### config.mk
export PLATFORM = sky130hd
export DESIGN_NAME = codec_ctl_port
export DESIGN_NICKNAME = d
export VERILOG_FILES = /design/src/rtl/codec_ctl_pkg.sv /design/src/rtl/codec_ctl_shifter.sv /design/src/rtl/codec_ctl_port.sv
export SDC_FILE = /design/constraint.sdc
export NUM_CORES = 1
export LEC_CHECK = 0
export ABC_CLOCK_PERIOD_IN_PS = 3500
export CAP_MARGIN = 20
export CELL_PAD_IN_SITES_DETAIL_PLACEMENT = 0
export CELL_PAD_IN_SITES_GLOBAL_PLACEMENT = 2
export CORE_MARGIN = 10
export CORE_UTILIZATION = 36
export CTS_CLUSTER_DIAMETER = 80
export DETAILED_ROUTE_END_ITERATION = 6
export GPL_ROUTABILITY_DRIVEN = 0
export MAX_ROUTING_LAYER = met4
export PLACE_DENSITY_LB_ADDON = 0.1
export SETUP_SLACK_MARGIN = 0.05
export SLEW_MARGIN = 10
export SYNTH_ARGS = -nofsm -noshare
export SYNTH_HDL_FRONTEND = slang
export SYNTH_SLANG_ARGS = --single-unit
### constraint.sdc
create_clock -name clk -period 3.5 [get_ports clk]
set_input_delay 0.7 -clock clk [delete_from_list [all_inputs] [get_ports clk]]
set_output_delay 0.7 -clock clk [all_outputs]
set_load 0.01 [all_outputs]
### src/rtl/codec_ctl_pkg.sv
package codec_ctl_pkg;

   localparam int WORD_W     = 16;
   localparam int IDX_W      = 5;
   localparam int DATA_W     = 8;
   localparam int SCRIPT_LEN = 9;
   localparam int STEP_W     = $clog2(SCRIPT_LEN);

   typedef enum logic [2:0] {
      E_IDLE, E_PRE, E_SEL, E_LOW, E_HIGH, E_TAIL, E_DESEL
   } eng_state_t;

   typedef enum logic [1:0] {
      Q_IDLE, Q_LAUNCH, Q_WAIT
   } seq_state_t;

   // Fixed prefix: chip address 2'b10 and write flag 1'b1.
   function automatic logic [WORD_W-1:0] pack_word(input logic [IDX_W-1:0] idx,
                                                   input logic [DATA_W-1:0] dat);
      return {2'b10, 1'b1, idx, dat};
   endfunction

   // Bring-up list: register index and value for each step.
   function automatic logic [IDX_W+DATA_W-1:0] script_entry(input logic [STEP_W-1:0] step);
      case (step)
         4'd0:    return {5'd1, 8'h00};
         4'd1:    return {5'd2, 8'h60};
         4'd2:    return {5'd1, 8'h03};
         4'd3:    return {5'd0, 8'h07};
         4'd4:    return {5'd3, 8'h19};
         4'd5:    return {5'd4, 8'h7F};
         4'd6:    return {5'd5, 8'h7F};
         4'd7:    return {5'd6, 8'h7F};
         default: return {5'd7, 8'h7F};
      endcase
   endfunction

endpackage

### src/rtl/codec_ctl_shifter.sv
module codec_ctl_shifter
   import codec_ctl_pkg::*;
#(
   parameter int CLK_DIV = 4,
   parameter int N_CS    = 3
) (
   input  logic              clk,
   input  logic              rst_n,
   input  logic              start,
   input  logic [WORD_W-1:0] word,
   input  logic [N_CS-1:0]   sel_mask,
   output logic              ser_data,
   output logic              ser_clk,
   output logic [N_CS-1:0]   ser_cs_n,
   output logic              fin
);
   localparam int CW = (CLK_DIV > 1) ? $clog2(CLK_DIV) : 1;
   localparam int BW = $clog2(WORD_W);

   eng_state_t        st;
   logic [WORD_W-1:0] sh;
   logic [BW-1:0]     bitn;
   logic [N_CS-1:0]   sel;
   logic              dreg;
   logic              phase_end;

   generate
      if (CLK_DIV == 1) begin : g_nodiv
         assign phase_end = 1'b1;
      end else begin : g_div
         logic [CW-1:0] cnt;
         always_ff @(posedge clk or negedge rst_n) begin
            if (!rst_n)                                   cnt <= '0;
            else if (st == E_IDLE || cnt == CW'(CLK_DIV-1)) cnt <= '0;
            else                                          cnt <= cnt + 1'b1;
         end
         assign phase_end = (cnt == CW'(CLK_DIV-1));
      end
   endgenerate

   always_ff @(posedge clk or negedge rst_n) begin
      if (!rst_n) begin
         st   <= E_IDLE;
         sh   <= '0;
         bitn <= '0;
         sel  <= '0;
         dreg <= 1'b0;
         fin  <= 1'b0;
      end else begin
         fin <= 1'b0;
         if (st == E_IDLE) begin
            if (start) begin
               sh   <= word;
               sel  <= sel_mask;
               dreg <= 1'b0;
               bitn <= '0;
               st   <= E_PRE;
            end
         end else if (phase_end) begin
            case (st)
               E_PRE:  st <= E_SEL;
               E_SEL:  begin dreg <= sh[WORD_W-1]; st <= E_LOW; end
               E_LOW:  st <= E_HIGH;
               E_HIGH: begin
                  sh <= sh << 1;
                  if (bitn == BW'(WORD_W-1)) st <= E_TAIL;
                  else begin
                     bitn <= bitn + 1'b1;
                     dreg <= sh[WORD_W-2];
                     st   <= E_LOW;
                  end
               end
               E_TAIL:  st <= E_DESEL;
               default: begin st <= E_IDLE; fin <= 1'b1; end
            endcase
         end
      end
   end

   assign ser_clk  = (st == E_IDLE) || (st == E_HIGH);
   assign ser_data = (st == E_IDLE) ? 1'b1 : dreg;
   assign ser_cs_n = (st == E_SEL || st == E_LOW || st == E_HIGH || st == E_TAIL)
                     ? ~sel : '1;
endmodule

### src/rtl/codec_ctl_port.sv
module codec_ctl_port
   import codec_ctl_pkg::*;
#(
   parameter int          CLK_DIV       = 4,
   parameter int          N_CS          = 3,
   parameter int          MASK_IN_W     = 8,
   parameter bit          INIT_ON_RESET = 1'b1,
   parameter logic [2:0]  RESET_MASK    = 3'b111
) (
   input  logic                 clk,
   input  logic                 rst_n,
   input  logic                 req_valid,
   input  logic [MASK_IN_W-1:0] req_mask,
   input  logic [4:0]           req_index,
   input  logic [7:0]           req_data,
   input  logic                 init_req,
   input  logic [MASK_IN_W-1:0] init_mask,
   output logic                 ser_data,
   output logic                 ser_clk,
   output logic [N_CS-1:0]      ser_cs_n,
   output logic                 busy,
   output logic                 done,
   output logic                 err
);
   localparam int VALID_IDX = 8;
   localparam logic [STEP_W-1:0] LAST_STEP = STEP_W'(SCRIPT_LEN-1);

   generate
      if (CLK_DIV < 1)               begin : g_bad_div  $error("CLK_DIV must be at least 1"); end
      if (N_CS < 1 || N_CS > 3)      begin : g_bad_ncs  $error("N_CS must be 1 to 3"); end
      if (MASK_IN_W < N_CS)          begin : g_bad_mw   $error("MASK_IN_W below N_CS"); end
   endgenerate

   function automatic logic mask_ok(input logic [MASK_IN_W-1:0] m);
      return (m >> N_CS) == '0;
   endfunction

   seq_state_t          st;
   logic                in_script;
   logic [STEP_W-1:0]   step;
   logic [N_CS-1:0]     tgt;
   logic [IDX_W-1:0]    h_idx;
   logic [DATA_W-1:0]   h_data;
   logic [WORD_W-1:0]   cur_word;
   logic                eng_start;
   logic                eng_fin;
   logic [IDX_W+DATA_W-1:0] entry;

   assign entry     = script_entry(step);
   assign cur_word  = in_script ? pack_word(entry[IDX_W+DATA_W-1:DATA_W], entry[DATA_W-1:0])
                                : pack_word(h_idx, h_data);
   assign eng_start = (st == Q_LAUNCH);
   assign busy      = (st != Q_IDLE);

   // A bring-up request wins over a host write in the same cycle; the write is refused.
   always_ff @(posedge clk or negedge rst_n) begin
      if (!rst_n) begin
         st        <= INIT_ON_RESET ? Q_LAUNCH : Q_IDLE;
         in_script <= INIT_ON_RESET;
         step      <= '0;
         tgt       <= RESET_MASK[N_CS-1:0];
         h_idx     <= '0;
         h_data    <= '0;
         done      <= 1'b0;
         err       <= 1'b0;
      end else begin
         done <= 1'b0;
         err  <= 1'b0;
         case (st)
            Q_IDLE: begin
               if (init_req) begin
                  if (mask_ok(init_mask)) begin
                     st        <= Q_LAUNCH;
                     in_script <= 1'b1;
                     step      <= '0;
                     tgt       <= init_mask[N_CS-1:0];
                  end else err <= 1'b1;
                  if (req_valid) err <= 1'b1;
               end else if (req_valid) begin
                  if (mask_ok(req_mask) && req_index < 5'(VALID_IDX)) begin
                     st        <= Q_LAUNCH;
                     in_script <= 1'b0;
                     tgt       <= req_mask[N_CS-1:0];
                     h_idx     <= req_index;
                     h_data    <= req_data;
                  end else err <= 1'b1;
               end
            end
            Q_LAUNCH: begin
               if (req_valid || init_req) err <= 1'b1;
               st <= Q_WAIT;
            end
            default: begin
               if (req_valid || init_req) err <= 1'b1;
               if (eng_fin) begin
                  if (in_script && step != LAST_STEP) begin
                     step <= step + 1'b1;
                     st   <= Q_LAUNCH;
                  end else begin
                     st   <= Q_IDLE;
                     done <= 1'b1;
                  end
               end
            end
         endcase
      end
   end

   codec_ctl_shifter #(.CLK_DIV(CLK_DIV), .N_CS(N_CS)) u_shift (
      .clk      (clk),
      .rst_n    (rst_n),
      .start    (eng_start),
      .word     (cur_word),
      .sel_mask (tgt),
      .ser_data (ser_data),
      .ser_clk  (ser_clk),
      .ser_cs_n (ser_cs_n),
      .fin      (eng_fin)
   );
endmodule

# --- After elaboration in Yosys (flattened, before gate mapping) ---
# Memories as Yosys holds them, arrays and structs flattened.
# Index checks and enable logic that the tools add are counted.
totals:
  reg_bits: 55
  mem_bits_ro: 80
  input_bits: 33
  output_inout_bits: 8
  elab_cells: 130
  n_memories: 1
classes:
  add_sub_neg: 3
  magnitude_cmp: 1
  n_eq_ne: 18
  mux: 57
  n_bitwise: 3
  reduce_logical: 32
memory_table:
  columns: ["memory", "depth", "width", "rd", "rd_clocked_by_memory_dff", "wr", "line_no", "source"]
  rows:
  - ["(no name shown)", 8, 10, 1, 0, 0, "codec_ctl_pkg.sv:25", "case (step)"]
ops:
  columns: ["operator", "n"]
  rows:
  - ["$mux W16", 4]
  - ["$mux W4", 9]
  - ["$mux W3", 9]
  - ["$mux W13", 2]
  - ["$mux W1", 23]
  - ["$reduce_and A4 Y1", 5]
  - ["$logic_not A8 Y1", 2]
  - ["$pmux W3 S5", 1]
  - ["$reduce_bool A2 Y1", 7]
  - ["$mux W2", 6]
  - ["$ne A3 B3 Y1 const B", 3]
  - ["$add A4 B1 Y4 const B", 2]
  - ["$pmux W4 S2", 1]
  - ["$eq A3 B2 Y1 const B", 2]
  - ["$eq A3 B3 Y1 const B", 2]
  - ["$logic_or A1 B1 Y1", 6]
  - ["$ne A2 B2 Y1 const B", 3]
  - ["$reduce_bool A3 Y1", 2]
  - ["$lt A5 B4 Y1 const B", 1]
  - ["$reduce_and A5 Y1", 1]
  - ["$reduce_or A5 Y1", 1]
  - ["$eq A4 B4 Y1 const B", 1]
  - ["$ne A2 B1 Y1 const B", 2]
  - ["$ne A4 B4 Y1 const B", 1]
  - ["other kinds (15)", 18]

# --- Depth between registers and ports, before layout ---
logic_depth:
  depth_word: 6
  ltp_mapped: 8

# --- By module ---
# A second synthesis with hierarchy kept.
hier_totals:
  hier_cells: 248
  hier_area_um2: 2961.6
by_module_without_submodules:
  columns: ["mod", "instances", "cells_each", "area_each_um2", "seq_area_each_um2"]
  rows:
  - ["codec_ctl_shifter", 1, 129, 1572.8, 750.7]
  - ["codec_ctl_port", 1, 119, 1388.8, 631.9]

# --- Worst setup path after synthesis ---
# OpenSTA, ideal clock, no wires.
synth_timing:
  path_kind: "input port to flip-flop"
  startpoint: "input port init_mask[4]"
  endpoint: "register step[0]"
  t_arrival_ps: 1965
  t_required_ps: 3369
  setup_slack_ps: 1404
  path_stages: 5
  cell_sequence: "or4_4 > or4_1 > buf_2 > a21oi_2 > a21oi_1"
synth_between:
  elab_chain_cells: 3
synth_rtl:
  columns: ["element", "line_no", "source"]
  rows:
  - ["from (decl)", "codec_ctl_port.sv:17", "input logic [MASK_IN_W-1:0] init_mask,"]
  - ["$logic_not A8 Y1", "codec_ctl_port.sv:35", "return (m >> N_CS) == '0;"]
  - ["$ne A2 B2 Y1 (no source line)", null, null]
  - ["$reduce_and A5 Y1 (no source line)", null, null]
  - ["to (signal assigned)", "codec_ctl_port.sv:97", "step <= step + 1'b1;"]
  - ["to (decl)", "codec_ctl_port.sv:40", "logic [STEP_W-1:0] step;"]
# Every way passes these cells.
# A chain may end at the register's enable or synchronous reset.

# --- Worst setup path after layout ---
layout_timing:
  startpoint: "register u_shift.st[1]"
  endpoint: "output port ser_data"
layout_between:
  elab_chain_cells: 2
layout_rtl:
  columns: ["element", "line_no", "source"]
  rows:
  - ["from (decl)", "codec_ctl_shifter.sv:20", "eng_state_t st;"]
  - ["from (signal assigned)", "codec_ctl_shifter.sv:43", "st <= E_IDLE;"]
  - ["from (signal assigned)", "codec_ctl_shifter.sv:57", "st <= E_PRE;"]
  - ["from (signal assigned)", "codec_ctl_shifter.sv:61", "E_PRE: st <= E_SEL;"]
  - ["$logic_not A3 Y1", "codec_ctl_shifter.sv:81", "assign ser_data = (st == E_IDLE) ? 1'b1 : dreg;"]
  - ["$mux W1", "codec_ctl_shifter.sv:81", null]
  - ["to (decl)", "codec_ctl_port.sv:18", "output logic ser_data,"]
# Every way passes these cells.

==> flow_summary.ini <==
[outcome]
status = completed

[worst_setup_path]
worst_setup_path_end_kind = output pin
critPathKind = flop to output pin
cpMaxStageDelayCell = dfrtp_1
path_buf_inv = 2
crit_chain = or3_1 > buf_4 > nand2b_1 > clkdlybuf4s50_1
crit_path_start_kind = flop
cp_top_family = buffers and inverters
critPathArrivalTime_ns = 2.12
worstPathMaxFanout = 22
slowest_delay_ns = 0.55
cp.required_ns = 2.80

[clocking]
path_clk_slew_ns = 0.11
htreeDepth = 2
postCtsResizedCells = 0
post-cts-setup-buffers = 0
clockBufferDepth = 2
hold_buffers = 0
cts_sinks = 55
clk-insertion-delay-late_ns = 0.31
root_buffer = clkbuf_8
cts_buffers = 5
cts_tree = yes

[layout]
fillers = 742
nets = 357
fin_cells = 418
antenna_cells = 0
syn_to_final_growth_pct = 20.61
final_util = 0.4521
drive_above_1_share = 0.1223

[drt]
ant_nets = 0
route.detailed.drc = 0
via_per_inst = 5.045
routedWlPerCell_um = 15.03
first_iter_violations = 59
first_pass_iters = 4
vias = 2109
totalWireLength_mm = 6.284

[floorplan]
die_area_um2 = 11580
core_area_um2 = 7370
die_x_um = 107.6
ios = 41
start_util = 0.3749
die_h_um = 107.6
rows = 31

[logic_synthesis]
syn-cell-area_um2 = 2763
synth_top_family_by_area = simple AND/OR/NAND/NOR gates
synth_xor_area_frac = 0.003170
avgSynthCellArea_um2 = 9.762
synth-simple-area-share = 0.1816
synthArstFlopShare = 1.000
synth_flop_cell = dfrtp_1
synth-edff-count = 0
synth_seq_area_share = 0.5005
yosys_warnings = 0
ys_types = 49
ys_ff_latch = 55
synth_compound_area_frac = 0.1603
synthMuxAreaShare = 0.07609
netlist_instances = 283
synth.net_count = 322
yosys.area_share.adder = 0.02717

[sta]
drv_slew = 0
timing.fmax_mhz = 355.0
setup_viol = 0
hold_slack_ns = 0.4496
period_minus_slack_ns = 2.817
worst_pin_slew_ns = 0.7141
final-hold-violation-count = 0
grt_setup_unrepaired = false
fin_crit_sh = 0.8048
finClkSkew_ns = 0.005960
setup_tns_ns = 0
relSlewSlack = 0.5239

[grt]
overflow = 0
grt_pass1_vias = 2155
use_met3 = 0.02335
met1_usage = 0.1538
grt_pass1_wl_mm = 10.58
grt.busiest_layer = met2
grt_max_degree = 56
antenna_found_initial = 0
track_usage = 0.1145
grtUsageMet2 = 0.1709

[power]
ir_drop_uv = 138.3
p_leak_nw = 1.427
p_per_area_nw_per_um2 = 341.8

[place]
io_buffers = 40
hpwl_mm = 4.417
dp.cells = 410

[hold_path]
hp-class = flop to flop

[job]
drv_cap = 0
-- flip-flops by register name, indices dropped and copies added, names as in the netlist, 2 cells and up --
register,cells
u_shift.sh,16
u_shift.sel,3
u_shift.bitn,4
step,4
h_idx,5
u_shift.g_div.cnt,2
h_data,8
st,2
tgt,3
u_shift.st,3
-- final timing paths --
kind | start | to | slack (ns) | cells past startpoint
setup / recovery | u_shift.st[1]$_DFFE_PN0P_ | ser_data | 0.68 | 4
hold / removal | u_shift.g_div.cnt[0]$_DFF_PN0_ | u_shift.g_div.cnt[0]$_DFF_PN0_ | 0.45 | 1
setup reg to reg | u_shift.st[1]$_DFFE_PN0P_ | u_shift.sel[1]$_DFFE_PN0P_ | 1.56 | 3
hold reg to reg | u_shift.g_div.cnt[0]$_DFF_PN0_ | u_shift.g_div.cnt[0]$_DFF_PN0_ | 0.45 | 1
max in group asynchronous | rst_n | u_shift.sh[8]$_DFFE_PN0P_ | 2.51 | 2
min in group asynchronous | rst_n | u_shift.g_div.cnt[0]$_DFF_PN0_ | 0.51 | 2
-- cell type report --
cell class	instances	area [um^2]	area share
tap	99	123.9	0.03718
clock inverter	3	47.55	0.01427
timing repair buffer	44	425.4	0.1277
sequential	55	1383	0.4149
inverter	12	45.04	0.01352
multi-input combinational	200	1239	0.3718
clock buffer	5	68.82	0.02065
-- kinds of logic after synthesis --
group,after synthesis
adder cells (fa/ha/maj),6
multiplexers,19
buffers and inverters,28
AO/OA/AOI/OAI,73
XOR/XNOR,1
flip-flops,55
AND/OR/NAND/NOR,101
-- synth_stat cells (all sizes together) (5+ instances only) --
cell,number,area (um^2)
dfrtp,50,1251
o21ai,32,160.1
nand2,31,116.4
nor2,24,90.09
a21oi,17,88.84
mux2,16,180.2
inv,12,45.04
nand3,9,45.04
nor3,9,50.05
buf,8,46.29
clkbuf,8,50.05
nor3b,7,57.55
ha,6,75.07
and2,5,31.28
dfstp,5,131.4
-- power breakdown --
| group | total, mW | internal, mW | switching [mW] |
|---|---|---|---|
| sequential | 0.639 | 0.637 | 0.00237 |
| combinational | 0.0561 | 0.0347 | 0.0214 |
| clock | 0.444 | 0.217 | 0.226 |
-- cells in the final DEF, fill, tap and decap left out, types with 2 or more instances in the layout --
master / netlist / final
dfrtp_1: 50 / 50
clkdlybuf4s50_1: 0 / 39
nand2_1: 31 / 31
o21ai_0: 30 / 30
nor2_1: 24 / 24
a21oi_1: 16 / 16
mux2_2: 16 / 16
inv_1: 12 / 12
nand3_1: 9 / 9
nor3_1: 8 / 8
nor3b_1: 6 / 6
ha_1: 6 / 6
clkbuf_8: 2 / 5
dfstp_2: 5 / 5
and2_1: 4 / 4
buf_4: 0 / 4
nand2b_1: 3 / 3
a31oi_1: 3 / 3
a22oi_1: 3 / 3
a211oi_1: 3 / 3
mux2i_1: 3 / 3
o221ai_1: 3 / 3
or3_1: 2 / 2
and3_1: 2 / 2
o21ai_1: 2 / 2
nor2b_1: 2 / 2
nand4_1: 2 / 2
o22ai_1: 2 / 2
-- routing by layer --
| metal | routed length [um] | up-vias | share of wire |
|---|---|---|---|
| li1 | - | 1067 | - |
| met1 | 3214 | 1008 | 0.51 |
| met2 | 2846 | 30 | 0.45 |
| met3 | 170 | 4 | 0.027 |
| met4 | 53 | 0 | 0.0084 |
| met5 | 0 | - | 0 |
-- stage by stage --
stage,power (mW),cell area (um^2),setup WS [ns]
CTS,1.155,3332,0.6711
global route,1.180,3332,0.5410
floorplan,0.6571,2763,1.404
finish,1.139,3332,0.6833
detailed placement,0.7092,3216,0.8528
global placement,0.7089,3216,0.8807
Note: power is estimated with default switching activity, not from simulation.
